<file path="config.mk">
export PLATFORM = sky130hd
export DESIGN_NAME = sd_quad_rd_rx
export DESIGN_NICKNAME = d
export VERILOG_FILES = /design/src/rtl/sdq_pkg.sv /design/src/rtl/sdq_clkgen.sv /design/src/rtl/sdq_crc_lane.sv /design/src/rtl/sdq_packer.sv /design/src/rtl/sd_quad_rd_rx.sv
export SDC_FILE = /design/constraint.sdc
export NUM_CORES = 1
export LEC_CHECK = 0
export BUFFER_PORTS_ARGS = -buffer_cell sky130_fd_sc_hd__buf_2
export CAP_MARGIN = 0
export CORE_MARGIN = 2
export CORE_UTILIZATION = 35
export CTS_BUF_LIST = sky130_fd_sc_hd__clkbuf_2
export CTS_CLUSTER_DIAMETER = 100
export CTS_CLUSTER_SIZE = 20
export DETAILED_ROUTE_END_ITERATION = 16
export HOLD_SLACK_MARGIN = 0.02
export PLACE_DENSITY_LB_ADDON = 0.2
export SYNTH_ARGS = -nofsm -noshare
export SYNTH_HDL_FRONTEND = slang
export SYNTH_SLANG_ARGS = --single-unit
</file>
<file path="constraint.sdc">
create_clock -name clk -period 5.8 [get_ports clk]
set_clock_uncertainty 0.2 [all_clocks]
set_input_delay 1.16 -clock clk [delete_from_list [all_inputs] [get_ports clk]]
set_output_delay 1.16 -clock clk [all_outputs]
set_load 0.05 [all_outputs]
</file>
<file path="src/rtl/sdq_pkg.sv">
package sdq_pkg;

  typedef enum logic [2:0] {
    ST_IDLE,
    ST_HUNT,
    ST_DATA,
    ST_CRC,
    ST_END
  } rx_state_e;

  // one serial step of x^16+x^12+x^5+1, MSB-first
  function automatic logic [15:0] crc16_step(input logic [15:0] c, input logic b);
    logic fb;
    fb = b ^ c[15];
    return {c[14:0], 1'b0} ^ ({16{fb}} & 16'h1021);
  endfunction

endpackage

</file>
<file path="src/rtl/sdq_clkgen.sv">
module sdq_clkgen #(
  parameter int CLK_DIV = 2
) (
  input  logic clk,
  input  logic rst_n,
  input  logic run,
  input  logic hold,
  output logic sd_clk,
  output logic rise
);
  localparam int DW = (CLK_DIV > 1) ? $clog2(CLK_DIV) : 1;

  logic [DW-1:0] div_q, div_d;
  logic          clk_d;
  logic          wrap;

  assign wrap = (div_q == DW'(CLK_DIV - 1));
  assign rise = run && wrap && !sd_clk;

  always_comb begin
    div_d = div_q;
    clk_d = sd_clk;
    if (!(run && hold)) begin
      div_d = '0;
      clk_d = 1'b0;
    end else if (wrap) begin
      div_d = '0;
      clk_d = !sd_clk;
    end else begin
      div_d = div_q + 1'b1;
    end
  end

  always_ff @(posedge clk or negedge rst_n) begin
    if (!rst_n) begin
      div_q  <= '0;
      sd_clk <= 1'b0;
    end else begin
      div_q  <= div_d;
      sd_clk <= clk_d;
    end
  end

endmodule

</file>
<file path="src/rtl/sdq_crc_lane.sv">
module sdq_crc_lane
  import sdq_pkg::*;
(
  input  logic clk,
  input  logic rst_n,
  input  logic clr,
  input  logic step,
  input  logic bit_i,
  output logic zero
);
  logic [15:0] crc_q, crc_d;

  always_comb begin
    crc_d = crc_q;
    if (clr)       crc_d = '0;
    else if (step) crc_d = crc16_step(crc_q, bit_i);
  end

  always_ff @(posedge clk or negedge rst_n) begin
    if (!rst_n) crc_q <= '0;
    else        crc_q <= crc_d;
  end

  assign zero = (crc_q == 16'h0000);

endmodule

</file>
<file path="src/rtl/sdq_packer.sv">
module sdq_packer #(
  parameter int WORD_W = 32
) (
  input  logic              clk,
  input  logic              rst_n,
  input  logic              clr,
  input  logic              push,
  input  logic [3:0]        nib,
  output logic [WORD_W-1:0] word,
  output logic              word_valid
);
  localparam int NIBS = WORD_W / 4;
  localparam int NW   = (NIBS > 1) ? $clog2(NIBS) : 1;

  logic [NW-1:0]     cnt_q, cnt_d;
  logic [WORD_W-1:0] sr_d;
  logic              vld_d;

  always_comb begin
    cnt_d = cnt_q;
    sr_d  = word;
    vld_d = 1'b0;
    if (clr) begin
      cnt_d = '0;
    end else if (push) begin
      sr_d  = {word[WORD_W-5:0], nib};
      vld_d = (cnt_q == NW'(NIBS - 1));
      cnt_d = vld_d ? '0 : cnt_q + 1'b1;
    end
  end

  always_ff @(posedge clk or negedge rst_n) begin
    if (!rst_n) begin
      cnt_q      <= '0;
      word       <= '0;
      word_valid <= 1'b0;
    end else begin
      cnt_q      <= cnt_d;
      word       <= sr_d;
      word_valid <= vld_d;
    end
  end

endmodule

</file>
<file path="src/rtl/sd_quad_rd_rx.sv">
module sd_quad_rd_rx
  import sdq_pkg::*;
#(
  parameter int BLOCK_BYTES = 512,
  parameter int MAX_BLOCKS  = 256,
  parameter int CLK_DIV     = 2,
  parameter int TIMEOUT_CYC = 1000000,
  localparam int BLK_W      = $clog2(MAX_BLOCKS + 1)
) (
  input  logic             clk,
  input  logic             rst_n,
  input  logic             start,
  input  logic [BLK_W-1:0] blk_count,
  input  logic [3:0]       dat_i,
  output logic             sd_clk,
  output logic             busy,
  output logic             word_valid,
  output logic [31:0]      word_data,
  output logic [BLK_W-1:0] blocks_done,
  output logic [BLK_W-1:0] crc_err_cnt,
  output logic             fin_ok,
  output logic             fin_crc,
  output logic             timeout
);
  localparam int DATA_NIBS = BLOCK_BYTES * 2;
  localparam int CRC_NIBS  = 16;
  localparam int CNT_W     = $clog2(DATA_NIBS);
  localparam int TMR_W     = $clog2(TIMEOUT_CYC + 1);
  localparam int LANES     = 4;

  rx_state_e        st_q, st_d;
  logic [CNT_W-1:0] cnt_q, cnt_d;
  logic [BLK_W-1:0] tgt_q, tgt_d, done_d, err_d;
  logic [TMR_W-1:0] tmr_q, tmr_d;
  logic             ok_d, crcf_d, tmo_d;
  logic             rise, start_ok, lane_clr, lane_step, push, blk_bad;
  logic             busy_d;
  logic [LANES-1:0] lane_zero;

  assign busy     = (st_q != ST_IDLE);
  assign busy_d   = (st_d != ST_IDLE);
  assign start_ok = start && (st_q == ST_IDLE) && (blk_count != '0) &&
                    (blk_count <= BLK_W'(MAX_BLOCKS));
  assign blk_bad  = !(&lane_zero) || (dat_i != 4'hF);

  sdq_clkgen #(.CLK_DIV(CLK_DIV)) clkgen_i (
    .clk(clk), .rst_n(rst_n), .run(busy), .hold(busy_d),
    .sd_clk(sd_clk), .rise(rise)
  );

  sdq_packer #(.WORD_W(32)) packer_i (
    .clk(clk), .rst_n(rst_n), .clr(start_ok), .push(push), .nib(dat_i),
    .word(word_data), .word_valid(word_valid)
  );

  for (genvar g = 0; g < LANES; g++) begin : g_lane
    sdq_crc_lane lane_i (
      .clk(clk), .rst_n(rst_n), .clr(lane_clr), .step(lane_step),
      .bit_i(dat_i[g]), .zero(lane_zero[g])
    );
  end

  always_comb begin
    st_d      = st_q;
    cnt_d     = cnt_q;
    tgt_d     = tgt_q;
    done_d    = blocks_done;
    err_d     = crc_err_cnt;
    tmr_d     = tmr_q;
    ok_d      = fin_ok;
    crcf_d    = fin_crc;
    tmo_d     = timeout;
    lane_clr  = 1'b0;
    lane_step = 1'b0;
    push      = 1'b0;
    unique case (st_q)
      ST_IDLE: if (start_ok) begin
        st_d   = ST_HUNT;
        tgt_d  = blk_count;
        done_d = '0;
        err_d  = '0;
        tmr_d  = '0;
        ok_d   = 1'b0;
        crcf_d = 1'b0;
        tmo_d  = 1'b0;
      end
      ST_HUNT: if (rise && dat_i == 4'h0) begin
        st_d     = ST_DATA;
        cnt_d    = '0;
        lane_clr = 1'b1;
      end
      ST_DATA: if (rise) begin
        push      = 1'b1;
        lane_step = 1'b1;
        if (cnt_q == CNT_W'(DATA_NIBS - 1)) begin
          st_d  = ST_CRC;
          cnt_d = '0;
        end else begin
          cnt_d = cnt_q + 1'b1;
        end
      end
      ST_CRC: if (rise) begin
        lane_step = 1'b1;
        if (cnt_q == CNT_W'(CRC_NIBS - 1)) st_d = ST_END;
        else                               cnt_d = cnt_q + 1'b1;
      end
      ST_END: if (rise) begin
        done_d = blocks_done + 1'b1;
        err_d  = crc_err_cnt + BLK_W'(blk_bad);
        if (done_d == tgt_q) begin
          st_d = ST_IDLE;
          if (err_d == '0) ok_d   = 1'b1;
          else             crcf_d = 1'b1;
        end else begin
          st_d = ST_HUNT;
        end
      end
      default: st_d = ST_IDLE;
    endcase
    // timer: completion on the limit edge wins
    if (st_q != ST_IDLE && st_d != ST_IDLE) begin
      if (tmr_q == TMR_W'(TIMEOUT_CYC - 1)) begin
        st_d  = ST_IDLE;
        tmo_d = 1'b1;
      end else begin
        tmr_d = tmr_q + 1'b1;
      end
    end
  end

  always_ff @(posedge clk or negedge rst_n) begin
    if (!rst_n) begin
      st_q        <= ST_IDLE;
      cnt_q       <= '0;
      tgt_q       <= '0;
      blocks_done <= '0;
      crc_err_cnt <= '0;
      tmr_q       <= '0;
      fin_ok      <= 1'b0;
      fin_crc     <= 1'b0;
      timeout     <= 1'b0;
    end else begin
      st_q        <= st_d;
      cnt_q       <= cnt_d;
      tgt_q       <= tgt_d;
      blocks_done <= done_d;
      crc_err_cnt <= err_d;
      tmr_q       <= tmr_d;
      fin_ok      <= ok_d;
      fin_crc     <= crcf_d;
      timeout     <= tmo_d;
    end
  end


  clk_idle_chk: assert property (@(posedge clk) disable iff (!rst_n)
    !busy |-> !sd_clk);


  word_after_sample_chk: assert property (@(posedge clk) disable iff (!rst_n)
    word_valid |-> $past(st_q == ST_DATA && rise));


  blk_step_chk: assert property (@(posedge clk) disable iff (!rst_n)
    $past(busy) |-> (blocks_done == $past(blocks_done) ||
                     blocks_done == $past(blocks_done) + 1'b1));


  err_at_block_end_chk: assert property (@(posedge clk) disable iff (!rst_n)
    (crc_err_cnt != $past(crc_err_cnt)) |->
      ($past(!busy) || blocks_done != $past(blocks_done)));


  ok_clean_chk: assert property (@(posedge clk) disable iff (!rst_n)
    fin_ok |-> (crc_err_cnt == '0));


  end_flags_chk: assert property (@(posedge clk) disable iff (!rst_n)
    $onehot0({fin_ok, fin_crc, timeout}));

endmodule

</file>
Word-level counts from Yosys, hierarchy flattened
Index checks and enable logic that the tools add are counted.
- input bits: 16
- output and inout bits: 56
- flip-flop bits (word level): 165
- word-level logic and storage cells: 149
- order comparisons: 1
- multiplexer cells: 61
- equal/unequal tests: 20
- $add $sub $neg: 6
- bitwise gates (word level): 9
- reduce and logical (&&, ||, !) cells: 34
- operator list (operator ; number):
    $mux W16 ; 8
    $mux W20 ; 4
    $logic_not A16 Y1 ; 4
    $xor A16 B13 Y16 ; 4
    $mux W10 ; 5
    $mux W3 ; 12
    $pmux W9 S2 ; 2
    $pmux W10 S3 ; 1
    $mux W9 ; 3
    $mux W1 ; 23
    $add A20 B1 Y20 const B ; 1
    $eq A20 B20 Y1 const B ; 1
    $ne A2 B2 Y1 const B ; 8
    $pmux W3 S5 ; 1
    $reduce_and A5 Y1 ; 3
    $reduce_bool A3 Y1 ; 4
    $add A10 B1 Y10 const B ; 1
    $eq A10 B10 Y1 const B ; 1
    $eq A10 B4 Y1 const B ; 1
    $add A9 B1 Y9 ; 1
    $add A9 B1 Y9 const B ; 1
    $eq A9 B9 Y1 ; 1
    $le A9 B9 Y1 const B ; 1
    $logic_not A9 Y1 ; 1
    other kinds (21) ; 39

Depth between registers and ports, before layout
- depth in word-level cells: 12
- depth in mapped cells: 14
- gate-level depth less buffers: 13

Hierarchy
A second synthesis with hierarchy kept.
- cell total of the unflattened synthesis: 789
- area total of the unflattened synthesis: 8380.5 um2
- modules (own cells, without submodules) (module ; sequential area each (um2) ; area each (um2) ; instances ; cells each):
    sd_quad_rd_rx ; 1576.5 ; 3881.2 ; 1 ; 450
    sdq_crc_lane ; 400.4 ; 721.9 ; 4 ; 62
    sdq_packer ; 900.9 ; 1534.0 ; 1 ; 83
    sdq_clkgen ; 50.0 ; 77.6 ; 1 ; 8

Worst setup path before layout
Ideal clock, no wire load.
- path type: input -> register
- from: input dat_i[3]
- to: register fin_crc
- arrival time: 3.574 ns
- setup slack: 1.905 ns
- path buffers: 1
- required time: 5.478 ns
- library setup time: 0.122 ns
- cell stages on the path: 13
- cells stage by stage: nor4b_1 nand4_1 nor4_1 nand4_1 ha_1 ha_1 and3_1 and3_1 clkbuf_1 xor2_1 nor4_1 nand3_1 a32o_1
- longest elaborated chain between the ends: 6
- ends and longest elaborated chain (element ; line ; text):
    start: declaration ; sd_quad_rd_rx.sv:14 ; input logic [3:0] dat_i,
    $ne A4 B4 Y1 ; sd_quad_rd_rx.sv:44 ; assign blk_bad = !(&lane_zero) || (dat_i != 4'hF);
    $logic_or A1 B1 Y1 ; sd_quad_rd_rx.sv:44 ;
    $add A9 B1 Y9 ; sd_quad_rd_rx.sv:109 ; err_d = crc_err_cnt + BLK_W'(blk_bad);
    $logic_not A9 Y1 ; sd_quad_rd_rx.sv:112 ; if (err_d == '0) ok_d = 1'b1;
    $ne A2 B2 Y1 (no source line) ; -- ;
    $reduce_and A5 Y1 (no source line) ; -- ;
    end signal: assignment ; sd_quad_rd_rx.sv:150 ; fin_crc <= crcf_d;
    end: declaration ; sd_quad_rd_rx.sv:22 ; output logic fin_crc,
No other way between the ends.
A chain may end at the register's enable or synchronous reset.

Worst setup path after layout
- from: register g_lane[2].lane_i.crc_q[9]
- to: register fin_crc
- longest elaborated chain between the ends: 8
- ends and longest elaborated chain (element ; line ; text):
    start: declaration ; sdq_crc_lane.sv:11 ; logic [15:0] crc_q, crc_d;
    start signal: assignment ; sdq_crc_lane.sv:21 ; else crc_q <= crc_d;
    $logic_not A16 Y1 ; sdq_crc_lane.sv:24 ; assign zero = (crc_q == 16'h0000);
    $reduce_and A4 Y1 ; sd_quad_rd_rx.sv:44 ;
    $logic_not A1 Y1 ; sd_quad_rd_rx.sv:44 ;
    $logic_or A1 B1 Y1 ; sd_quad_rd_rx.sv:44 ;
    $add A9 B1 Y9 ; sd_quad_rd_rx.sv:109 ;
    $logic_not A9 Y1 ; sd_quad_rd_rx.sv:112 ;
    $ne A2 B2 Y1 (no source line) ; -- ;
    $reduce_and A5 Y1 (no source line) ; -- ;
No other way between the ends.

==> summary.md <==
| Metric | Value |
|---|---|
| EDFF count, synth | 0 |
| RSZ-0062 raised after global routing | no |
| Largest area contributor in the netlist | dfrtp_1 |
| Syn. warnings | 0 |
| WL per Instance | between 15 and 20 um |
| Port buffer count | 71 |
| Cell area after synthesis | approximately 7900 um^2 |
| Post-Place Cell Area | between 8000 and 9000 um^2 |
| Count leader, synth | nand2_1 |
| Yosys top cell area share | 52.4% |
| IO Count | between 70 and 80 |
| Gr ovfl total | 0 |
| Utilization after layout | 39.6% |
| Crit. End Element | flip-flop |
| Syn_area_per_cell | around 9.5 um^2 |
| Outcome | finished clean |
| R2R Path End | fin_crc |
| TritonCTS clock tree | yes |
| Final-report max-slew violation count | 0 |
| HPWL after detailed placement | around 12 mm |
| Final instance area | 8700 um^2 |
| Vias in the first global route | 5782 |
| Measured slew at the worst slew-check pin | ~1.1 ns |
| Crit path DAT | 4.18 ns |
| Worst setup margin | between 2 and 2.5 ns |
| Syn_nets | ~850 |
| Most frequent cells after synthesis | nand2_1 (179), dfrtp_1 (165), a21oi_1 (70) |
| Setup repair bufs after CTS | 0 |
| Ranking of synthesized cells by area | dfrtp_1 (52%), nand2_1 (8.5%), mux2_2 (4.7%) |
| Root Buffer | clkbuf_2 |
| Slowest stage delay, CP | approximately 0.46 ns |
| Syn-to-layout area delta | 10.4% |
| Max_cap viols | 0 |
| Initial Util | 35.9% |
| Highest-delay cell along the critical path | nor4_1 |
| DP Worst Slack | around 1.3 ns |
| Crit path launch type | flip-flop |
| Clock slew at reported path FFs | 0.26 ns |
| Core Rows | 54 |
| CP dominant cell by count | nor4_1 |
| Max H-tree Level | 4 |
| All-layer global routing usage | 15.7% |
| Count of final setup violators | 0 |
| Routed WL | between 15 and 20 mm |
| Remaining DRCs | 0 |
| PwrDens | 251 nW/um^2 |
| Dominant synthesized flop cell | dfrtp_1 |
| Mapped Cells | between 800 and 900 |
| Clock Latency Late Sink | 0.75 ns |
| Die Width | approximately 150 um |
| Worst r2r src | g_lane[2].lane_i.crc_q[9] |
| Register area share after synthesis | 52.4% |
| Max Buffers Root-to-Sink | 2 |
| Antenna violations before repair | 1 |
| Setup CP Type | flip-flop to flip-flop |
| Setup TNS Final | 0 ns |
| Crit Path Max Fanout | 5 |
| Hold_buf cts | 0 |
| Largest net degree at the start of global routing | 95 |
| DR iter-0 viols | between 400 and 500 |
| Final worst path period share | 64.2% |
| FMAX | 268 MHz |
| Synth async-reset ratio | 100% |
| R2r setup slk | between 2 and 2.5 ns |
| Number of synthesized register bits | ~170 |
| First-pass GRT wire length | 30.4 mm |
| Placer congestion estimate | 0.789 |
| Nets | 900 |
| Max IR drop VDD | approximately 0.18 mV |
| Final hold violations | 0 |
| Die H | approximately 150 um |
| Period minus WS final | about 3.7 ns |
| Critical-path cell list | nor4_1, nand4_1, nor4_1, nand4_1, ha_1, ha_1, and3_1, and3_1, xor2_1, nor4_1, nand3_1, a32o_1 |
| Via-to-Cell Ratio | about 5.2 |
| Core Footprint | about 22000 um^2 |
| Die footprint | about 24000 um^2 |
| Share of layout cells above drive strength 1 | ~18% |
| WP data required | approximately 6.3 ns |
| # resized after CTS | 0 |
| Relative max-transition margin | 27.7% |
| Detailed Routing Iterations Pass 1 | 4 |
| Routed Antenna Nets | 0 |
| Leak | roughly 4.2 nW |
| Worst Reg2Reg Path Length in Cells | 12 |
| Total CTS buffers | 17 |
| Unique masters post-synth | 65 |
| CTS sink count | roughly 170 |
| Worst min-delay path class | input port to asynchronous set/reset pin |
| Routed via count | 6078 |
per-stage QoR:
step	power (mW)	hold slack, ns	cells
after floorplan	1.48	0.230	830
after global placement	1.57	0.248	1138
after detailed placement	1.57	0.249	1138
after CTS	2.22	0.251	1170
after global routing	2.32	0.226	1171
final	2.19	0.230	1171
kinds of logic (layout without fill, tap and decap cells):
family                   after synthesis  in the layout  share of synthesized area [%]
multiplexers                          44             44                           6.17
AND/OR/NAND/NOR                      362            362                           21.4
adder cells (fa/ha/maj)                7              7                           1.11
other                                  0              1                              0
buffers and inverters                 59            119                           3.14
XOR/XNOR                              29             29                           3.51
flip-flops                           165            165                           52.4
AO/OA/AOI/OAI                        164            164                           12.3
layout by cell type (no fill, tap or decap), types with 3 or more instances in the layout:
cell type / instances
nand2_1: 179
dfrtp_1: 165
a21oi_1: 70
buf_2: 70
nor2_1: 52
o21ai_0: 45
mux2_2: 33
nand3_1: 28
nor4_1: 21
clkbuf_2: 17
and3_1: 15
xnor2_1: 14
nand4_1: 14
xor2_1: 13
nor3_1: 10
inv_1: 10
mux2i_1: 10
o31ai_1: 10
nor2b_1: 7
ha_1: 7
a21o_1: 6
buf_4: 6
and2_1: 5
nor4b_1: 4
nand2b_1: 4
a31oi_1: 4
clkinv_4: 4
o22ai_1: 3
or3_1: 3
clkinv_2: 3
inv_6: 3
flip-flops by register name, indices dropped and copies added, names as in the netlist:
| name | flops |
|---|---|
| fin_ok | 1 |
| cnt_q | 10 |
| crc_err_cnt | 9 |
| clkgen_i.sd_clk | 1 |
| packer_i.cnt_q | 3 |
| tmr_q | 20 |
| blocks_done | 9 |
| packer_i.word | 32 |
| tgt_q | 9 |
| g_lane.lane_i.crc_q | 64 |
| timeout | 1 |
| st_q | 3 |
| fin_crc | 1 |
| packer_i.word_valid | 1 |
| clkgen_i.div_q | 1 |
per-layer routing:
metal / track usage, % / vias up / wire length (um)
met1: 21.7 / 2981 / 8730
li1: - / 2993 / -
met5: 0 / - / 0
met3: 3.49 / 12 / 639
met2: 25.5 / 92 / 8580
met4: 3.25 / 0 / 140
worst max path at each step:
stage                                         start       to  slack, ns
after floorplan                            dat_i[3]  fin_crc       1.90
after global placement                     dat_i[3]  fin_crc       1.29
after detailed placement                   dat_i[3]  fin_crc       1.25
after CTS                 g_lane[2].lane_i.crc_q[8]  fin_crc       1.98
after global routing      g_lane[2].lane_i.crc_q[9]  fin_crc       1.74
final                     g_lane[2].lane_i.crc_q[9]  fin_crc       2.07
worst max-delay path, delay by kind of cell (launching register included):
family	cells	cell delay, ns
flip-flops	1	0.45
AND/OR/NAND/NOR	8	2.05
AO/OA/AOI/OAI	1	0.27
XOR/XNOR	1	0.16
adder cells (fa/ha/maj)	2	0.52
where the power goes:
group	switching [mW]	total, mW	internal (mW)
clock	0.440	0.643	0.203
combinational	0.108	0.194	0.0853
sequential	0.0920	1.35	1.26
cell type report:
| type | instances | area [um^2] |
|---|---|---|
| repair buffers | 77 | 407 |
| inverters | 10 | 37.5 |
| fillers | 2221 | 13300 |
| clock inverters | 15 | 155 |
| multi-input cells | 606 | 3540 |
| flip-flops and latches | 165 | 4130 |
| well taps | 280 | 350 |
| clock buffers | 17 | 85.1 |
| diodes | 1 | 2.50 |
Note: power is estimated with default switching activity, not from simulation.
